`config.mk`:
```
export PLATFORM = sky130hd
export DESIGN_NAME = adc_ring_writer
export DESIGN_NICKNAME = d
export VERILOG_FILES = /design/src/rtl/adc_ring_pkg.sv /design/src/rtl/adc_tick_gen.sv /design/src/rtl/adc_scan_seq.sv /design/src/rtl/adc_ring_addr.sv /design/src/rtl/adc_evt_flags.sv /design/src/rtl/adc_ring_writer.sv
export SDC_FILE = /design/constraint.sdc
export NUM_CORES = 1
export LEC_CHECK = 0
export ABC_AREA = 1
export BUFFER_PORTS_ARGS = -buffer_cell sky130_fd_sc_hd__buf_2
export CORE_MARGIN = 5
export CORE_UTILIZATION = 51
export CTS_CLUSTER_DIAMETER = 40
export DETAILED_ROUTE_END_ITERATION = 7
export PLACE_DENSITY = 0.79
export SLEW_MARGIN = 20
export SYNTH_ARGS = -nofsm -noshare
export SYNTH_HDL_FRONTEND = slang
export SYNTH_SLANG_ARGS = --single-unit
```
`constraint.sdc`:
```
create_clock -name clk -period 2 [get_ports clk]
set_clock_uncertainty 0.15 [all_clocks]
set_input_delay 0.3 -clock clk [delete_from_list [all_inputs] [get_ports clk]]
set_output_delay 0.3 -clock clk [all_outputs]
set_load 0.005 [all_outputs]
```
`src/rtl/adc_ring_pkg.sv`:
```
package adc_ring_pkg;
  typedef enum logic [1:0] {
    SEQ_IDLE = 2'd0,
    SEQ_REQ  = 2'd1,
    SEQ_WAIT = 2'd2
  } seq_state_e;
endpackage

```
`src/rtl/adc_tick_gen.sv`:
```
module adc_tick_gen #(
  parameter int unsigned DIV = 4000
) (
  input  logic clk,
  input  logic rst_n,
  input  logic run,
  output logic tick
);
  localparam int unsigned CW = (DIV > 1) ? $clog2(DIV) : 1;
  localparam logic [CW-1:0] LAST = CW'(DIV - 1);

  logic [CW-1:0] cnt;

  always_ff @(posedge clk or negedge rst_n) begin
    if (!rst_n)           cnt <= '0;
    else if (!run)        cnt <= '0;
    else if (cnt == LAST) cnt <= '0;
    else                  cnt <= cnt + 1'b1;
  end

  assign tick = run && (cnt == LAST);

  // ticks are never back to back
  assert_tick_spacing_R1: assert property (@(posedge clk) disable iff (!rst_n)
    tick |=> !tick);
endmodule

```
`src/rtl/adc_scan_seq.sv`:
```
module adc_scan_seq
  import adc_ring_pkg::*;
#(
  parameter int unsigned NUM_CH = 4,
  parameter int unsigned CH_W   = 2
) (
  input  logic            clk,
  input  logic            rst_n,
  input  logic            tick,
  output logic            req_valid,
  input  logic            req_ready,
  output logic [CH_W-1:0] req_ch,
  input  logic            res_valid,
  output logic            res_ready,
  output logic            wr_fire,
  output logic            busy,
  output logic            overrun_hit
);
  localparam logic [CH_W-1:0] LAST_CH = CH_W'(NUM_CH - 1);

  seq_state_e     state;
  logic [CH_W-1:0] ch;

  always_ff @(posedge clk or negedge rst_n) begin
    if (!rst_n) begin
      state <= SEQ_IDLE;
      ch    <= '0;
    end else begin
      unique case (state)
        SEQ_IDLE: if (tick) begin
          state <= SEQ_REQ;
          ch    <= '0;
        end
        SEQ_REQ: if (req_ready) state <= SEQ_WAIT;
        SEQ_WAIT: if (res_valid) begin
          if (ch == LAST_CH) state <= SEQ_IDLE;
          else begin
            ch    <= ch + 1'b1;
            state <= SEQ_REQ;
          end
        end
        default: state <= SEQ_IDLE;
      endcase
    end
  end

  assign req_valid   = (state == SEQ_REQ);
  assign req_ch      = ch;
  assign res_ready   = (state == SEQ_WAIT);
  assign wr_fire     = res_ready && res_valid;
  assign busy        = (state != SEQ_IDLE);
  assign overrun_hit = tick && busy;

  // a stalled request keeps its valid and channel
  assert_req_hold_R2: assert property (@(posedge clk) disable iff (!rst_n)
    (req_valid && !req_ready) |=> (req_valid && $stable(req_ch)));
  // after a non-final result the next channel is requested
  assert_ch_next_R2: assert property (@(posedge clk) disable iff (!rst_n)
    (wr_fire && req_ch != LAST_CH) |=> (req_valid && req_ch == $past(req_ch) + 1'b1));
  // result handshake only when awaiting
  assert_res_ready_R3: assert property (@(posedge clk) disable iff (!rst_n)
    !(req_valid && res_ready));
endmodule

```
`src/rtl/adc_ring_addr.sv`:
```
module adc_ring_addr #(
  parameter int unsigned TOTAL = 6400,
  parameter int unsigned PTR_W = 13
) (
  input  logic             clk,
  input  logic             rst_n,
  input  logic             wr,
  input  logic             park,
  output logic [PTR_W-1:0] ptr,
  output logic             half_hit,
  output logic             full_hit
);
  localparam logic [PTR_W-1:0] HALF_LAST = PTR_W'(TOTAL / 2 - 1);
  localparam logic [PTR_W-1:0] TOT_LAST  = PTR_W'(TOTAL - 1);

  always_ff @(posedge clk or negedge rst_n) begin
    if (!rst_n)                ptr <= '0;
    else if (wr)               ptr <= (ptr == TOT_LAST) ? '0 : ptr + 1'b1;
    else if (park)             ptr <= '0;
  end

  assign half_hit = wr && (ptr == HALF_LAST);
  assign full_hit = wr && (ptr == TOT_LAST);

  // pointer stays inside the ring
  assert_ptr_range_R4: assert property (@(posedge clk) disable iff (!rst_n)
    ptr <= TOT_LAST);
  // ordinary write advances by one
  assert_ptr_step_R4: assert property (@(posedge clk) disable iff (!rst_n)
    (wr && ptr != TOT_LAST) |=> (ptr == $past(ptr) + 1'b1));
  // the end write wraps
  assert_wrap_R5: assert property (@(posedge clk) disable iff (!rst_n)
    full_hit |=> (ptr == '0));
endmodule

```
`src/rtl/adc_evt_flags.sv`:
```
module adc_evt_flags (
  input  logic clk,
  input  logic rst_n,
  input  logic clr,
  input  logic half_hit,
  input  logic full_hit,
  input  logic overrun_hit,
  output logic half_flag,
  output logic full_flag,
  output logic lost_flag,
  output logic overrun_flag
);
  logic [1:0] hit;
  logic [1:0] flag;
  logic       lost_set;

  assign hit = {full_hit, half_hit};

  for (genvar g = 0; g < 2; g++) begin : g_blk
    logic f;
    always_ff @(posedge clk or negedge rst_n) begin
      if (!rst_n)      f <= 1'b0;
      else if (hit[g]) f <= 1'b1;
      else if (clr)    f <= 1'b0;
    end
    assign flag[g] = f;

    // a set flag survives until clear
    assert_sticky_R6: assert property (@(posedge clk) disable iff (!rst_n)
      (flag[g] && !clr) |=> flag[g]);
    // clear without a new event empties the flag
    assert_clear_R6: assert property (@(posedge clk) disable iff (!rst_n)
      (clr && !hit[g]) |=> !flag[g]);
  end

  assign lost_set = (|(hit & flag)) && !clr;

  always_ff @(posedge clk or negedge rst_n) begin
    if (!rst_n) begin
      lost_flag    <= 1'b0;
      overrun_flag <= 1'b0;
    end else begin
      if (lost_set)      lost_flag <= 1'b1;
      else if (clr)      lost_flag <= 1'b0;
      if (overrun_hit)   overrun_flag <= 1'b1;
      else if (clr)      overrun_flag <= 1'b0;
    end
  end

  assign half_flag = flag[0];
  assign full_flag = flag[1];

  // re-fired event with flag pending marks a lost block
  assert_lost_R7: assert property (@(posedge clk) disable iff (!rst_n)
    (half_hit && half_flag && !clr) |=> lost_flag);
  // tick during a scan is recorded
  assert_overrun_R8: assert property (@(posedge clk) disable iff (!rst_n)
    overrun_hit |=> overrun_flag);
endmodule

```
`src/rtl/adc_ring_writer.sv`:
```
module adc_ring_writer #(
  parameter int unsigned NUM_CH         = 4,
  parameter int unsigned SAMPLES_PER_CH = 1600,
  parameter int unsigned ADC_W          = 12,
  parameter int unsigned WORD_W         = 16,
  parameter int unsigned TICK_DIV       = 4000,
  localparam int unsigned TOTAL         = NUM_CH * SAMPLES_PER_CH,
  localparam int unsigned PTR_W         = $clog2(TOTAL),
  localparam int unsigned CH_W          = (NUM_CH > 1) ? $clog2(NUM_CH) : 1
) (
  input  logic              clk,
  input  logic              rst_n,
  input  logic              enable,
  input  logic              clear,
  output logic              conv_req_valid,
  input  logic              conv_req_ready,
  output logic [CH_W-1:0]   conv_req_ch,
  input  logic              conv_res_valid,
  output logic              conv_res_ready,
  input  logic [ADC_W-1:0]  conv_res_data,
  output logic              mem_we,
  output logic [PTR_W-1:0]  mem_addr,
  output logic [WORD_W-1:0] mem_wdata,
  output logic              half_evt,
  output logic              full_evt,
  output logic              half_flag,
  output logic              full_flag,
  output logic              lost_flag,
  output logic              overrun_flag
);
  logic tick, wr_fire, busy, overrun_hit, half_hit, full_hit;

  adc_tick_gen #(.DIV(TICK_DIV)) u_tick (
    .clk(clk), .rst_n(rst_n), .run(enable), .tick(tick)
  );

  adc_scan_seq #(.NUM_CH(NUM_CH), .CH_W(CH_W)) u_seq (
    .clk(clk), .rst_n(rst_n), .tick(tick),
    .req_valid(conv_req_valid), .req_ready(conv_req_ready), .req_ch(conv_req_ch),
    .res_valid(conv_res_valid), .res_ready(conv_res_ready),
    .wr_fire(wr_fire), .busy(busy), .overrun_hit(overrun_hit)
  );

  adc_ring_addr #(.TOTAL(TOTAL), .PTR_W(PTR_W)) u_addr (
    .clk(clk), .rst_n(rst_n), .wr(wr_fire), .park(!enable && !busy),
    .ptr(mem_addr), .half_hit(half_hit), .full_hit(full_hit)
  );

  adc_evt_flags u_flags (
    .clk(clk), .rst_n(rst_n), .clr(clear),
    .half_hit(half_hit), .full_hit(full_hit), .overrun_hit(overrun_hit),
    .half_flag(half_flag), .full_flag(full_flag),
    .lost_flag(lost_flag), .overrun_flag(overrun_flag)
  );

  if (WORD_W > ADC_W) begin : g_zext
    assign mem_wdata = {{(WORD_W - ADC_W){1'b0}}, conv_res_data};
  end else begin : g_trunc
    assign mem_wdata = conv_res_data[WORD_W-1:0];
  end

  assign mem_we   = wr_fire;
  assign half_evt = half_hit;
  assign full_evt = full_hit;

  // writes only happen on a result handshake
  assert_we_handshake_R3: assert property (@(posedge clk) disable iff (!rst_n)
    mem_we |-> (conv_res_valid && conv_res_ready));
  // the two events never coincide
  assert_evt_excl_R5: assert property (@(posedge clk) disable iff (!rst_n)
    !(half_evt && full_evt));
endmodule

```
After elaboration in Yosys (flattened, before gate mapping)
Cells that the tools add are included.
{ "op_classes": {"n_mux": 19, "bitwise": 1, "n_reduce_logical": 21, "n_addsub": 3, "n_eq_ne": 10} }
{ "ops": {"columns": ["cell", "n"], "rows": [
  ["13-bit 2-to-1 mux", 3],
  ["12-bit 2-to-1 mux", 2],
  ["2-bit nonzero test", 7],
  ["13-bit by 1-bit adder with 13-bit output (second input constant)", 1],
  ["13-bit by 12-bit equality test with 1-bit output (second input constant)", 1],
  ["13-bit equality test (second input constant)", 1],
  ["12-bit by 1-bit adder with 12-bit output (second input constant)", 1],
  ["12-bit equality test (second input constant)", 1],
  ["2-bit 2-to-1 mux", 6],
  ["1-bit logical AND", 7],
  ["1-bit 2-to-1 mux", 6],
  ["2-bit one-hot mux with 3 select lines", 1],
  ["2-bit equality test (second input constant)", 2],
  ["2-bit by 1-bit != test with 1-bit output (second input constant)", 2],
  ["2-bit != test (second input constant)", 2],
  ["2-bit one-hot mux with 2 select lines", 1],
  ["4-bit AND reduction", 1],
  ["1-bit logical NOT", 3],
  ["3-bit AND reduction", 1],
  ["2-bit by 1-bit adder with 2-bit output (second input constant)", 1],
  ["2-bit bitwise AND", 1],
  ["2-bit by 1-bit equality test with 1-bit output (second input constant)", 1],
  ["2-bit logical NOT", 1],
  ["2-bit OR reduction", 1]
]} }
{ "totals": {"inputBits": 18, "output_inout_bits": 40, "word_cells": 62, "regBits": 33} }

Depth between registers and ports, before layout
{ "logic_depth": {"word_depth": 7, "ltp_mapped": 8, "depth_no_buf": 8} }

Hierarchy
From an unflattened synthesis, not the netlist that was laid out.
{ "hier_totals": {"hier_cells": 257, "area_unflattened_um2": 2004.4} }
{ "modules_own_cells": {"columns": ["mod", "n_inst", "seq_area_each_um2", "area_per_inst_um2", "cells_per_inst"], "rows": [
  ["adc_ring_addr", 1, 325.3, 842.1, 114],
  ["adc_tick_gen", 1, 300.3, 639.4, 78],
  ["adc_scan_seq", 1, 100.1, 244.0, 33],
  ["adc_evt_flags", 1, 100.1, 151.4, 14],
  ["adc_ring_writer", 1, 0.0, 127.6, 18]
]} }

Worst setup path before layout
No wires, ideal clock.
{ "synth_timing": {"path_type": "register -> output", "startpoint": "register u_addr.ptr[0]", "endpoint": "output port full_evt", "required_ps": 1550, "path_stages_with_launch": 8, "slack_ps": 359, "arrival_ps": 1191, "n_path_buf": 0, "path_cell_list": "dfrtp_1 -> ha_1 -> nand2_2 -> nor2_4 -> nand2_4 -> nor2_4 -> nand2_1 -> inv_1"} }
{ "synth_between": {"elab_chain_cells": 2} }
{ "synth_rtl": {"columns": ["item", "line", "source"], "rows": [
  ["start: declaration", "adc_ring_addr.sv:9", "output logic [PTR_W-1:0] ptr,"],
  ["start signal: assignment", "adc_ring_addr.sv:18", "else if (wr) ptr <= (ptr == TOT_LAST) ? '0 : ptr + 1'b1;"],
  ["13-bit equality test", "adc_ring_addr.sv:23", "assign full_hit = wr && (ptr == TOT_LAST);"],
  ["1-bit logical AND", "adc_ring_addr.sv:23", null],
  ["end: declaration", "adc_ring_writer.sv:25", "output logic full_evt,"]
]} }
No other way between the ends.

Worst setup path in the final report
{ "layout_timing": {"startpoint": "register u_addr.ptr[1]", "endpoint": "output port half_evt"} }
{ "layout_between": {"elab_chain_cells": 2} }
{ "layout_rtl": {"columns": ["item", "line", "source"], "rows": [
  ["13-bit by 12-bit equality test with 1-bit output", "adc_ring_addr.sv:22", "assign half_hit = wr && (ptr == HALF_LAST);"],
  ["1-bit logical AND", "adc_ring_addr.sv:22", null],
  ["end: declaration", "adc_ring_writer.sv:24", "output logic half_evt,"]
]} }
No other way between the ends.

==> reports/metrics.csv <==
stage,metric,value,unit
status,status,"complete, no violations",
floorplanning,Core Area,3690,µm²
timing,# setup viols final,0,
timing,PnR worst setup slack,0.0187,ns
global_routing,gr busiest metal,met2,
power,maximum vdd ir drop,0.392,mV
global_routing,pin count of the biggest net entering global routing,34,
global_routing,first-pass GRT wire length,7.13,mm
global_routing,met3 Use GR,6.37,%
synth,"FF+latch count, synth",33,
placement,Place WS,0.162,ns
drt,Post-Route WL,4.51,mm
synth,post-synthesis cell count,256,
global_routing,routing usage on met1,22.5,%
clock_tree,maximum root-to-sink buffer count,2,
placement,PortBufs,29,
setup_path,worst r2r dst,u_addr.ptr[7]$_DFFE_PN0P_,
clock_tree,Num CTS Buffers,5,
min_path,min-delay src,clear,
timing,FMAX,0.505,GHz
cells_and_area,most frequent cells in the layout,"nand2_1 (56), dfrtp_1 (32), inv_1 (31)",
synth,Mean Syn Cell Area,7.67,µm²
floorplanning,initial core utilization,53.3,%
placement,gpl congestion,0.872,
cells_and_area,fillers,336,
floorplanning,DIE AREA,5190,µm²
drt,Residual DRC,0,
timing,worst slew pin tran,0.741,ns
cells_and_area,"most common cell after layout, fill and taps aside",nand2_1,
clock_tree,Worst-path clk slew,0.07,ns
timing,total negative setup slack,0,ns
timing,Final Hold Viols,0,
drt,detailed-route via count,1693,
clock_tree,H-tree depth,2,
setup_path,Crit Path Category,flip-flop to output port,
clock_tree,clk root buf,clkbuf_8,
floorplanning,Die H,72.1,µm
drt,Iter 0 DRT Violations,131,
min_path,hold depth,2,
placement,Final HPWL DP,3.33,mm
power,power density cells,750,nW/µm²
drt,post-route ant nets,0,
cells_and_area,number of nets in the layout,309,
clock_tree,CTS tree,yes,
global_routing,met2 Use GR,27.4,%
setup_path,Critical Path Start Type,flip-flop,
drt,DR WL/cell,13.4,µm
clock_tree,TritonCTS Sinks,33,
timing,Slew headroom,50.6,%
floorplanning,I/O pin total,58,
drt,vias per cell,5.02,
setup_path,Crit. End Element,output port,
global_routing,vias in the first global route,1554,
clock_tree,Worst-Skew Late Latency,0.29,ns
synth,mapped cell area,1960,µm²
floorplanning,Row Count,22,
setup_path,worst r2r src,u_addr.ptr[1]$_DFFE_PN0P_,
drt,number of detailed-route iterations in the first pass,6,
cells_and_area,share of cells above drive strength 1,23.9,%
global_routing,initial antenna violation count,0,
setup_path,CP Max Fanout,3,
global_routing,GRT Util Overall,17.8,%
timing,period utilization,99.1,%
synth,Netlist cell types,24,
timing,Final Slew Violations,0,
global_routing,grt ovf,0,
min_path,WHS Endpoint,u_flags.half_flag$_DFFE_PN0P_,
setup_path,Crit path required time,1.55,ns
synth,sequential share of the synthesized area,42.0,%
min_path,Hold/Removal Path Class,input pin to flip-flop,
power,P_leak,1.15,nW
synth,"Warnings, synthesis",0,
setup_path,R2R Setup Slk,0.35,ns
cells_and_area,Ant. Diodes,0,
setup_path,Worst EP arrival,1.53,ns
timing,Tmin final,1.98,ns
floorplanning,die extent in x,72.1,µm
cells_and_area,area grow syn2layout,14.9,%
setup_path,FF-to-FF path depth,8,
run,max cap viols,0,
## worst max-delay path, stage by stage, from the launching register on
cell and delay (ns):
dfrtp_1 0.40, ha_4 0.17, nand2_4 0.06, nor2_4 0.16, nand2_2 0.10, nor2_4 0.15, nand2_2 0.07, inv_1 0.05
buf_2 0.10
## through the flow
stage	util (%)	total power [mW]	cells	hold WS, ns	instance area (µm²)
2_1_floorplan	-	1.05	259	-0.146	1980
3_3_place_gp	56.1	1.15	321	0.253	2070
3_5_place_dp	56.1	1.16	321	0.253	2070
4_1_cts	59.3	1.67	333	0.0522	2190
5_1_grt	61.2	1.79	337	0.0639	2260
6_report	61.2	1.69	337	0.0559	2260
## report_power, final
group	switching, mW	leakage [nW]	internal [mW]
Sequential	0.0579	0.453	0.718
Clock	0.247	0.0450	0.241
Combinational	0.276	0.655	0.154
Total	0.580	1.15	1.11
## sequential cells by signal, indices dropped and copies added, names as in the netlist
register	flops
u_flags.full_flag	1
u_tick.cnt	12
u_seq.state	2
u_flags.lost_flag	1
u_addr.ptr	13
u_flags.half_flag	1
u_seq.req_ch	2
u_flags.overrun_flag	1
## synthesized netlist by cell type, drive strengths merged
cell	instances	area [µm²]
nand3	20	100
conb	1	3.75
dfrtp	33	826
nand3b	2	15.0
ha	3	37.5
buf	16	120
nand4	7	43.8
nor3b	2	15.0
inv	34	128
a21oi	4	20.0
o21ai	15	75.1
nor2	35	176
o21bai	1	7.51
nor3	7	40.0
xnor2	1	8.76
xor2	6	52.6
nand2	68	288
a211oi	1	7.51
## area by class of cell
cell class	count	area [µm²]	share of cell area, %
well taps	48	60.1	2.66
clock buffers	6	72.6	3.22
multi-input cells	176	941	41.7
clock inverters	2	10.0	0.443
inverters	34	131	5.82
flip-flops and latches	33	827	36.6
repair buffers	38	215	9.53
## cell families (layout without fill, tap and decap cells)
family | Yosys count | count (layout) | synth area share (%)
buffers and inverters | 50 | 80 | 12.6
adders and majority gates | 3 | 3 | 1.91
and+or+nand+nor | 141 | 141 | 34.5
xor gates and xnor gates | 7 | 7 | 3.12
other | 1 | 4 | 0.191
AOI/OAI and AO/OA | 21 | 21 | 5.61
DFF | 33 | 33 | 42.0
## per-layer routing
| layer | share of wire [%] | wire [µm] |
|---|---|---|
| met5 | 0 | 0 |
| met4 | 1.8 | 79 |
| met3 | 7.0 | 314 |
| met2 | 47 | 2100 |
| met1 | 45 | 2010 |
## how the worst max path moves through the flow
stage                                          from        to  slack [ns]  cells after the start
after floorplan           u_addr.ptr[0]$_DFFE_PN0P_  full_evt        0.36                      7
after global placement    u_addr.ptr[0]$_DFFE_PN0P_  full_evt        0.21                      8
after detailed placement  u_addr.ptr[0]$_DFFE_PN0P_  full_evt        0.16                      8
after CTS                 u_addr.ptr[0]$_DFFE_PN0P_  half_evt        0.02                      8
after global routing      u_addr.ptr[1]$_DFFE_PN0P_  half_evt       -0.05                      8
final                     u_addr.ptr[1]$_DFFE_PN0P_  half_evt        0.02                      8
## timing repair
item                                    4_1_cts  5_1_grt
pin swaps                                     1        4
resized for setup                             2        9
hold buffers                                  1        0
endpoints found under the hold margin        33        0
endpoints found under the setup margin        2        2
setup buffers                                 3        4
Power figures use the tool's default switching activity.
